[config.mk]
export PLATFORM = sky130hd
export DESIGN_NAME = util_bargraph_meter
export DESIGN_NICKNAME = d
export VERILOG_FILES = /design/src/rtl/util_meter_pkg.sv /design/src/rtl/util_window_timer.sv /design/src/rtl/util_busy_counter.sv /design/src/rtl/util_level_decoder.sv /design/src/rtl/util_display_latch.sv /design/src/rtl/util_bargraph_meter.sv
export SDC_FILE = /design/constraint.sdc
export NUM_CORES = 1
export LEC_CHECK = 0
export ABC_AREA = 0
export BUFFER_PORTS_ARGS = -buffer_cell sky130_fd_sc_hd__buf_2
export CAP_MARGIN = 25
export CORE_UTILIZATION = 50
export DETAILED_ROUTE_END_ITERATION = 7
export GPL_TIMING_DRIVEN = 0
export PLACE_DENSITY = 0.7
export SKIP_CTS_REPAIR_TIMING = 1
export SYNTH_ARGS = -nofsm -noshare
export SYNTH_HDL_FRONTEND = slang
export SYNTH_SLANG_ARGS = --single-unit
[constraint.sdc]
create_clock -name clk -period 3.5 [get_ports clk]
set_input_delay 0.525 -clock clk [delete_from_list [all_inputs] [get_ports clk]]
set_output_delay 0.525 -clock clk [all_outputs]
set_load 0.03 [all_outputs]
[src/rtl/util_meter_pkg.sv]
package util_meter_pkg;

  localparam int unsigned LEVELS = 8;

  // Percentage of the line rate at which each bar segment lights.
  function automatic int unsigned level_percent(input int unsigned idx);
    case (idx)
      0:       return 1;
      1:       return 3;
      2:       return 5;
      3:       return 10;
      4:       return 20;
      5:       return 40;
      6:       return 60;
      default: return 80;
    endcase
  endfunction

  // Busy-cycle count that a segment needs, rounded down.
  function automatic longint unsigned level_threshold(input longint unsigned window,
                                                      input int unsigned idx);
    return (window * longint'(level_percent(idx))) / 64'd100;
  endfunction

endpackage

[src/rtl/util_window_timer.sv]
module util_window_timer #(
  parameter int unsigned WINDOW_CYCLES = 25_000_000
) (
  input  logic clk,
  input  logic rst,
  output logic win_end
);
  localparam int unsigned TW = (WINDOW_CYCLES > 2) ? $clog2(WINDOW_CYCLES) : 1;
  localparam logic [TW-1:0] LAST = TW'(WINDOW_CYCLES - 1);

  logic [TW-1:0] tick_q;

  assign win_end = (tick_q == LAST);

  always_ff @(posedge clk) begin
    if (rst)          tick_q <= '0;
    else if (win_end) tick_q <= '0;
    else              tick_q <= tick_q + 1'b1;
  end
endmodule

[src/rtl/util_busy_counter.sv]
module util_busy_counter #(
  parameter int unsigned WINDOW_CYCLES = 25_000_000,
  localparam int unsigned CW = $clog2(WINDOW_CYCLES + 1)
) (
  input  logic          clk,
  input  logic          rst,
  input  logic          rx_active,
  input  logic          win_end,
  output logic [CW-1:0] busy_q,
  output logic [CW-1:0] tally
);
  // The tally includes this cycle's sample, so the last edge counts.
  assign tally = busy_q + CW'(rx_active);

  always_ff @(posedge clk) begin
    if (rst)          busy_q <= '0;
    else if (win_end) busy_q <= '0;
    else              busy_q <= tally;
  end
endmodule

[src/rtl/util_level_decoder.sv]
module util_level_decoder #(
  parameter int unsigned WINDOW_CYCLES = 25_000_000,
  localparam int unsigned CW = $clog2(WINDOW_CYCLES + 1),
  localparam int unsigned NL = util_meter_pkg::LEVELS
) (
  input  logic [CW-1:0] tally,
  output logic [NL-1:0] pattern
);
  for (genvar i = 0; i < NL; i++) begin : g_step
    localparam logic [CW-1:0] THR =
      CW'(util_meter_pkg::level_threshold(64'(WINDOW_CYCLES), i));
    assign pattern[i] = (tally >= THR);
  end
endmodule

[src/rtl/util_display_latch.sv]
module util_display_latch #(
  localparam int unsigned NL = util_meter_pkg::LEVELS
) (
  input  logic          clk,
  input  logic          rst,
  input  logic          win_end,
  input  logic          disp_en,
  input  logic [NL-1:0] pattern,
  output logic [NL-1:0] seg_led,
  output logic          win_done
);
  logic [NL-1:0] held_q;
  logic          done_q;

  always_ff @(posedge clk) begin
    if (rst) begin
      held_q <= '0;
      done_q <= 1'b0;
    end else begin
      done_q <= win_end;
      if (win_end) held_q <= pattern;
    end
  end

  assign seg_led  = disp_en ? held_q : '0;
  assign win_done = done_q;
endmodule

[src/rtl/util_bargraph_meter.sv]
module util_bargraph_meter #(
  parameter int unsigned WINDOW_CYCLES = 25_000_000
) (
  input  logic       clk,
  input  logic       rst,
  input  logic       rx_active,
  input  logic       disp_en,
  output logic [7:0] seg_led,
  output logic       win_done
);
  localparam int unsigned CW = $clog2(WINDOW_CYCLES + 1);

  logic          win_end;
  logic [CW-1:0] busy_q;
  logic [CW-1:0] tally;
  logic [7:0]    pattern;

  util_window_timer #(.WINDOW_CYCLES(WINDOW_CYCLES)) u_timer (
    .clk(clk), .rst(rst), .win_end(win_end)
  );

  util_busy_counter #(.WINDOW_CYCLES(WINDOW_CYCLES)) u_busy (
    .clk(clk), .rst(rst), .rx_active(rx_active), .win_end(win_end),
    .busy_q(busy_q), .tally(tally)
  );

  util_level_decoder #(.WINDOW_CYCLES(WINDOW_CYCLES)) u_dec (
    .tally(tally), .pattern(pattern)
  );

  util_display_latch u_disp (
    .clk(clk), .rst(rst), .win_end(win_end), .disp_en(disp_en),
    .pattern(pattern), .seg_led(seg_led), .win_done(win_done)
  );
endmodule

# Yosys cells after proc, flatten, opt, wreduce, memory -nomap -nowiden
# Cells that the tools add are included.
dict set report classes {
  addsub 2
  order_cmp 8
  mux 1
  n_reduce_logical 1
  eq_ne 1
}
# operator n
set op_table {}
lappend op_table {{25-bit by 24-bit >= comparator with 1-bit output (second input constant)} 2}
lappend op_table {{25-bit by 1-bit adder with 25-bit output} 1}
lappend op_table {{25-bit by 1-bit adder with 25-bit output (second input constant)} 1}
lappend op_table {{25-bit == test (second input constant)} 1}
lappend op_table {{25-bit by 18-bit >= comparator with 1-bit output (second input constant)} 1}
lappend op_table {{25-bit by 20-bit >= comparator with 1-bit output (second input constant)} 1}
lappend op_table {{25-bit by 21-bit >= comparator with 1-bit output (second input constant)} 1}
lappend op_table {{25-bit by 22-bit >= comparator with 1-bit output (second input constant)} 1}
lappend op_table {{25-bit by 23-bit >= comparator with 1-bit output (second input constant)} 1}
lappend op_table {{25-bit >= comparator (second input constant)} 1}
lappend op_table {{8-bit two-way mux} 1}
lappend op_table {{2-bit OR reduction} 1}
dict set report totals {
  wordCells 17
  out_inout_bits 9
  register_bits 59
}

# Depth between registers and ports, before layout
# Gate-level depths: netlist of the first run.
dict set report depth {
  ltp_word 2
  depth_mapped 11
  depth_no_buf 10
}

# Cells and area by module
# Synthesis of the first run repeated with hierarchy kept, for this count alone.
dict set report hier_totals {
  cells_unflattened 397
  area_unflattened_um2 3367.0
}
# module instances area_per_inst_um2 cells_each
set modules_own_cells {}
lappend modules_own_cells {util_busy_counter 1 1286.2 145}
lappend modules_own_cells {util_window_timer 1 1223.7 138}
lappend modules_own_cells {util_level_decoder 1 494.2 78}
lappend modules_own_cells {util_display_latch 1 362.8 36}

# Worst setup path before layout of the first run
# No wires, ideal clock.
dict set report synth_timing {
  kind {input -> register}
  from {input rx_active}
  to {register u_disp.held_q[5]}
  required_ns 3.426
  stages 11
  n_path_buf 1
  arrival_time_ns 2.827
  slack_ns 0.598
  path_cell_list {ha_1 ha_1 nand4_1 nor4_4 nand3_2 xor2_1 buf_6 or4_1 nor3_2 o41ai_1 a31oi_1}
}
dict set report synth_between {
  elab_chain_len 2
}
# item line_no
set synth_lines {}
lappend synth_lines {{from (decl)} util_bargraph_meter.sv:6} ;# input logic rx_active,
lappend synth_lines {{25-bit by 1-bit adder with 25-bit output} util_busy_counter.sv:13} ;# assign tally = busy_q + CW'(rx_active);
lappend synth_lines {{25-bit by 24-bit >= comparator with 1-bit output} util_level_decoder.sv:12} ;# assign pattern[i] = (tally >= THR);
lappend synth_lines {{to (signal assigned)} util_display_latch.sv:21} ;# if (win_end) held_q <= pattern;
lappend synth_lines {{to (decl)} util_display_latch.sv:12} ;# logic [NL-1:0] held_q;
# No other way between the ends.
# A chain may end at the register's enable or synchronous reset.

# Worst setup path in the final report of the first run
dict set report layout_timing {
  from {register u_busy.busy_q[0]}
  to {register u_disp.held_q[0]}
}
dict set report layout_between {
  elab_chain_len 2
}
# item line_no
set layout_lines {}
lappend layout_lines {{from (decl)} util_busy_counter.sv:9} ;# output logic [CW-1:0] busy_q,
lappend layout_lines {{from (signal assigned)} util_busy_counter.sv:18} ;# else busy_q <= tally;
lappend layout_lines {{25-bit by 1-bit adder with 25-bit output} util_busy_counter.sv:13}
lappend layout_lines {{25-bit by 18-bit >= comparator with 1-bit output} util_level_decoder.sv:12}
# No other way between the ends.

==> summary.md, run 1 <==
| Metric | Value |
|---|---|
| GRT Total Usage | `23.4%` |
| I/O Buffers | `11` |
| Pleak | `1.38 nW` |
| Fin crit share | `88.8%` |
| Syn Area/Cell | `8.28 µm²` |
| Status | `complete, but fails checks` |
| IR drop worst, VDD | `0.000222 V` |
| First drt pass iteration count | `7` |
| Reg2reg end | `u_disp.held_q[0]$_SDFFE_PP0P_` |
| Final ANT Viol Nets | `0` |
| Die Y | `84.0 µm` |
| Core box area | `0.00642 mm²` |
| Arrival time of the worst setup path | `3.38 ns` |
| Number of global-route vias before repair | `2666` |
| CP top delay family | `simple AND/OR/NAND/NOR gates` |
| Utilization after layout | `57.3%` |
| Hold Path Depth | `1` |
| Min-delay src | `u_timer.tick_q[0]$_SDFF_PP0_` |
| Post-synth top flop | `dfxtp_1` |
| Startpoint type of the worst setup path | `flop` |
| Most common cell in the synthesized netlist | `nor2_1` |
| PwrDens | `342 mW/mm²` |
| Crit path max fanout | `10` |
| Via count | `3013` |
| Commonest cells in the netlist | `nor2_1 (76), dfxtp_1 (59), nand2_1 (33), xor2_1 (30), xnor2_1 (25)` |
| CP Buf/Inv Count | `0` |
| Crit path top cell by count | `ha_1` |
| Total power | `1.26 mW` |
| Crit path time final | `3.11 ns` |
| Highest clock rate | `322 MHz` |
| Final setup viols | `0` |
| Cell Rows | `29` |
| Worst r2r path cells | `10` |
| Setup WS pre-CTS | `0.136 ns` |
| Clk_lat worst skew | `0.35 ns` |
| Die width | `84.0 µm` |
| CTS sink cnt | `59` |
| Hold WC Path Type | `flop to flop` |
| Post-synth EDFFs | `0` |
| TritonCTS buffer count | `9` |
| Slew margin rel. | `50.1%` |
| Placed inst area | `0.00351 mm²` |
| DR iter-0 viols | `214` |
| Reg clk slew, reported paths | `0.07 ns` |
| First-pass GRT wire length | `13100 µm` |
| Synth warn | `0` |
| Register area share after synthesis | `35.1%` |
| Syn Nets | `413` |
| Max Cap Violations | `0` |
| Worst-margin pin slew | `0.745 ns` |
| Top-area cell type share of the netlist area | `35.1%` |
| Worst Setup Slack, final | `0.393 ns` |
| Clock skew | `0.0114 ns` |
| Post-DP HPWL | `5530 µm` |
| RR Startpoint | `u_busy.busy_q[0]$_SDFF_PP0_` |
| Gpl congestion | `0.898` |
| I/O Pins | `13` |
| Slowest cell on the critical path | `nor4_4` |
| DR WL/cell | `15.1 µm` |
| Clock root cell | `clkbuf_8` |
| Syn Inst Count | `406` |
| Die area | `0.00705 mm²` |
| Yosys cell types | `60` |
| Max clock buf depth | `2` |
| TritonCTS clock tree | `yes` |
| Area leader, netlist | `dfxtp_1` |
| CP cell instances | `ha_1, ha_1, nand4_1, nor4_4, and3_2, xnor2_1, nand3_1, nor4b_1, nor4_1, nor3_1` |
| Element type at the critical path end | `flop` |
| P&R area growth vs syn | `9.49%` |
| Via density | `5.92` |
| Area contributors post-synth | `dfxtp_1 (35%), nor2_1 (8.5%), xor2_1 (7.8%)` |
| # diodes | `0` |
| Number of synthesized register bits | `59` |
| Synthesized area | `0.00336 mm²` |
| RSZ-0062 raised after global routing | `false` |
| Fill cells | `609` |
| Violated checks | `DRC` |
| Design area | `0.00368 mm²` |
| Reg2Reg Setup Slack | `0.39 ns` |
| Depth of the CTS H-tree | `3` |
| CP Class | `flop to flop` |
| Worst-case hold path end point | `u_timer.tick_q[0]$_SDFF_PP0_` |
| Asr flop ratio synth | `0%` |
| Initial antenna violation count | `0` |
| Layout cells sized above 1 | `12.0%` |
| Pins Over Slew Limit | `0` |
| Initial Util | `52.3%` |
| Slowest stage delay, CP | `0.59 ns` |
| Endpoints failing hold | `0` |
| Grt ovf | `0` |
| WP data required | `3.78 ns` |
| Largest net degree at the start of global routing | `11` |
| Setup_tns | `0 ns` |
| Final #Nets | `435` |
| Routed wire length | `7670 µm` |
| DRC | `4` |
cell type report:
cell class	instances	area (µm²)	area share [%]
clock inverters	5	30.0	0.816
clock buffers	10	138	3.74
plain buffers	16	123	3.33
flip-flops and latches	59	1180	32.1
inverters	4	15.0	0.408
multi-input cells	327	2040	55.5
well taps	77	96.3	2.62
repair buffers	11	55.1	1.50
worst reg2reg max path: stages, from the launching register on:
cell	delay, ns
dfxtp_1	0.31
ha_1	0.18
ha_1	0.23
nand4_1	0.33
nor4_4	0.59
and3_2	0.33
xnor2_1	0.27
nand3_1	0.14
nor4b_1	0.41
nor4_1	0.12
nor3_1	0.14
stage by stage:
stage,hold WS (ns),std cells
finish,0.480,509
global route,0.511,509
CTS,0.490,509
detailed placement,0.475,494
global placement,0.456,494
floorplan,0.437,406
report_power, final:
group          total, mW  switching, mW  leakage (nW)  internal, mW
Combinational     0.0256         0.0172         0.823       0.00837
Clock              0.551          0.283        0.0839         0.268
Sequential         0.681        0.00453         0.476         0.677
Total               1.26          0.305          1.38         0.953
sequential cells by signal, summed over array words and instances, names as in the netlist:
| signal | count |
|---|---|
| u_timer.tick_q | 25 |
| u_disp.held_q | 8 |
| u_busy.busy_q | 25 |
| u_disp.win_done | 1 |
cell usage in the layout (no fill, tap or decap), drive strengths merged, types with 3 or more instances in the layout:
| cell type | instances |
|---|---|
| a31oi | 8 |
| buf | 14 |
| inv | 4 |
| dfxtp | 59 |
| xor2 | 30 |
| nand3 | 22 |
| nor4 | 9 |
| xnor2 | 25 |
| nor2b | 3 |
| a211oi | 3 |
| ha | 3 |
| nor3 | 11 |
| nand2 | 33 |
| nand4 | 12 |
| clkinv | 3 |
| and3 | 15 |
| clkbuf | 23 |
| a21oi | 8 |
| o41ai | 3 |
| nor2 | 76 |
| nor4b | 6 |
| o21ai | 11 |
| and2 | 14 |
routing by layer:
metal | up-vias | part of all wire (%) | track usage (%)
li1 | 1479 | - | -
met5 | - | 0 | 0
met2 | 99 | 44 | 34.7
met3 | 17 | 5.7 | 5.44
met4 | 0 | 1.9 | 9.25
met1 | 1418 | 48 | 32.8
kinds of logic after synthesis:
| logic type | after synthesis | synth area share, % |
|---|---|---|
| XOR/XNOR | 55 | 14.3 |
| flip-flops | 59 | 35.1 |
| buffers and inverters | 20 | 4.10 |
| multiplexers | 3 | 0.931 |
| adder cells (fa/ha/maj) | 3 | 1.12 |
| AO/OA/AOI/OAI | 56 | 11.5 |
| AND/OR/NAND/NOR | 210 | 32.9 |
worst max-delay path by stage:
stage	from	end	slack, ns	depth (start not counted)
final	u_busy.busy_q[0]$_SDFF_PP0_	u_disp.held_q[0]$_SDFFE_PP0P_	0.39	10
after global routing	u_busy.busy_q[0]$_SDFF_PP0_	u_disp.held_q[7]$_SDFFE_PP0P_	0.03	10
after CTS	u_busy.busy_q[0]$_SDFF_PP0_	u_disp.held_q[5]$_SDFFE_PP0P_	0.43	11
after detailed placement	rx_active	u_disp.held_q[5]$_SDFFE_PP0P_	0.14	12
after global placement	rx_active	u_disp.held_q[5]$_SDFFE_PP0P_	0.09	12
after floorplan	rx_active	u_disp.held_q[5]$_SDFFE_PP0P_	0.60	11
(Power assumes the default switching activity.)
==> run 2: changes to the inputs <==
--- a/config.mk
+++ b/config.mk
@@ -8,10 +8,11 @@
 export ABC_AREA = 0
 export BUFFER_PORTS_ARGS = -buffer_cell sky130_fd_sc_hd__buf_2
 export CAP_MARGIN = 25
-export CORE_UTILIZATION = 50
+export CORE_UTILIZATION = 55
+export CTS_BUF_LIST = sky130_fd_sc_hd__clkbuf_4
 export DETAILED_ROUTE_END_ITERATION = 7
 export GPL_TIMING_DRIVEN = 0
-export PLACE_DENSITY = 0.7
+export PLACE_DENSITY = 0.75
 export SKIP_CTS_REPAIR_TIMING = 1
 export SYNTH_ARGS = -nofsm -noshare
 export SYNTH_HDL_FRONTEND = slang
==> summary.md, run 2 (synthesis results as in run 1) <==
| Metric | Value |
|---|---|
| Max clock buf depth | `2` |
| Crit path max fanout | `10` |
| GRT Total Usage | `25.4%` |
| Slew margin rel. | `51.7%` |
| Initial antenna violation count | `0` |
| Die Y | `80.2 µm` |
| Pleak | `1.38 nW` |
| Initial Util | `56.8%` |
| RSZ-0062 raised after global routing | `false` |
| Max Cap Violations | `0` |
| First drt pass iteration count | `7` |
| Fill cells | `515` |
| Final #Nets | `435` |
| Worst Setup Slack, final | `0.307 ns` |
| Worst-margin pin slew | `0.722 ns` |
| Core box area | `0.00592 mm²` |
| Reg2reg end | `u_disp.held_q[0]$_SDFFE_PP0P_` |
| Routed wire length | `7600 µm` |
| Grt ovf | `0` |
| Reg clk slew, reported paths | `0.11 ns` |
| Setup_tns | `0 ns` |
| Setup WS pre-CTS | `0.0646 ns` |
| I/O Buffers | `11` |
| TritonCTS buffer count | `9` |
| IR drop worst, VDD | `0.000240 V` |
| Clock skew | `0.0139 ns` |
| Min-delay src | `rx_active` |
| Worst r2r path cells | `10` |
| Fin crit share | `91.2%` |
| Commonest non-fill, non-tap cells in the layout | `nor2_1 (76), dfxtp_1 (59), nand2_1 (33), xor2_1 (30), xnor2_1 (25)` |
| Cell Rows | `28` |
| Number of global-route vias before repair | `2757` |
| Final ANT Viol Nets | `0` |
| Die area | `0.00643 mm²` |
| Clock root cell | `clkbuf_4` |
| Commonest non-fill, non-tap cell in the layout | `nor2_1` |
| Arrival time of the worst setup path | `3.52 ns` |
| Gpl congestion | `0.945` |
| # diodes | `0` |
| Non-filler cells, final | `508` |
| CP Class | `flop to flop` |
| Via density | `5.86` |
| P&R area growth vs syn | `9.20%` |
| Pins Over Slew Limit | `0` |
| Clk_lat worst skew | `0.39 ns` |
| Layout cells sized above 1 | `12.0%` |
| Via count | `2976` |
| WP data required | `3.82 ns` |
| Largest regs | `u_busy.busy_q (25), u_timer.tick_q (25), u_disp.held_q (8)` |
| Depth of the CTS H-tree | `3` |
| Endpoints failing hold | `0` |
| Element type at the critical path end | `flop` |
| CTS sink cnt | `59` |
| Die width | `80.2 µm` |
| Reg2Reg Setup Slack | `0.31 ns` |
| DR WL/cell | `15.0 µm` |
| Startpoint type of the worst setup path | `flop` |
| DRC | `0` |
| Worst-case hold path end point | `u_busy.busy_q[0]$_SDFF_PP0_` |
| Final setup viols | `0` |
| Largest net degree at the start of global routing | `12` |
| RR Startpoint | `u_busy.busy_q[0]$_SDFF_PP0_` |
| I/O Pins | `13` |
| PwrDens | `343 mW/mm²` |
| Placed Cells | `492` |
| Highest clock rate | `313 MHz` |
| TritonCTS clock tree | `yes` |
| Crit path time final | `3.19 ns` |
| DR iter-0 viols | `222` |
| Crit. Startpoint | `u_busy.busy_q[0]$_SDFF_PP0_` |
| Hold WC Path Type | `input port to flop` |
| Status | `finished clean` |
| First-pass GRT wire length | `12600 µm` |
| Hold Path Depth | `3` |
| Post-DP HPWL | `5460 µm` |
run 2: changes by cell type in the layout (fill, tap and decap cells not counted), sizes merged:
cell    delta
clkbuf     -1
bufinv     +2
run 2: area by class of cell:
cell class                 count  area, µm²  area share (%)
multi-input combinational    327       2040            55.6
sequential                    59       1180            32.2
buffer                        16        123            3.34
tap                           75       93.8            2.56
clock inverter                 7       92.6            2.52
clock buffer                   9       67.6            1.84
timing repair buffer          11       55.1            1.50
inverter                       4       15.0           0.409
run 2: how the worst max path moves through the flow:
stage	end	slack, ns
2_1_floorplan	u_disp.held_q[5]$_SDFFE_PP0P_	0.60
3_3_place_gp	u_disp.held_q[5]$_SDFFE_PP0P_	0.13
3_5_place_dp	u_disp.held_q[0]$_SDFFE_PP0P_	0.06
4_1_cts	u_disp.held_q[5]$_SDFFE_PP0P_	0.35
5_1_grt	u_disp.held_q[0]$_SDFFE_PP0P_	0.14
6_report	u_disp.held_q[0]$_SDFFE_PP0P_	0.31
run 2: power by group:
| group | total (mW) | switching [mW] | internal, mW |
|---|---|---|---|
| clock | 0.551 | 0.264 | 0.287 |
| combinational | 0.0262 | 0.0178 | 0.00842 |
| sequential | 0.681 | 0.00473 | 0.676 |
| total | 1.26 | 0.287 | 0.972 |
run 2: layer usage:
metal | vias up | share of wire (%) | track usage [%]
met3 | 16 | 5.6 | 4.77
met4 | 0 | 2.0 | 9.64
met2 | 85 | 46 | 39.6
met5 | - | 0 | 0
li1 | 1477 | - | -
met1 | 1398 | 47 | 34.7
run 2: through the flow:
stage,power [mW],utilization (%),hold WS [ns],cell area [µm²]
CTS,1.27,62.0,0.446,3670
detailed placement,0.723,59.3,0.464,3510
finish,1.26,62.0,0.453,3670
global placement,0.722,59.3,0.454,3510
floorplan,0.713,-,0.437,3360
global route,1.31,62.0,0.453,3670
run 2: worst max-delay path, stage by stage (launching register included):
cell and delay, ns:
dfxtp_1 0.33, ha_1 0.18, ha_1 0.23, nand4_1 0.34, nor4_4 0.64, and3_2 0.33
xnor2_1 0.24, nand3_1 0.12, nor4b_1 0.45, nor4_1 0.12, nor3_1 0.15
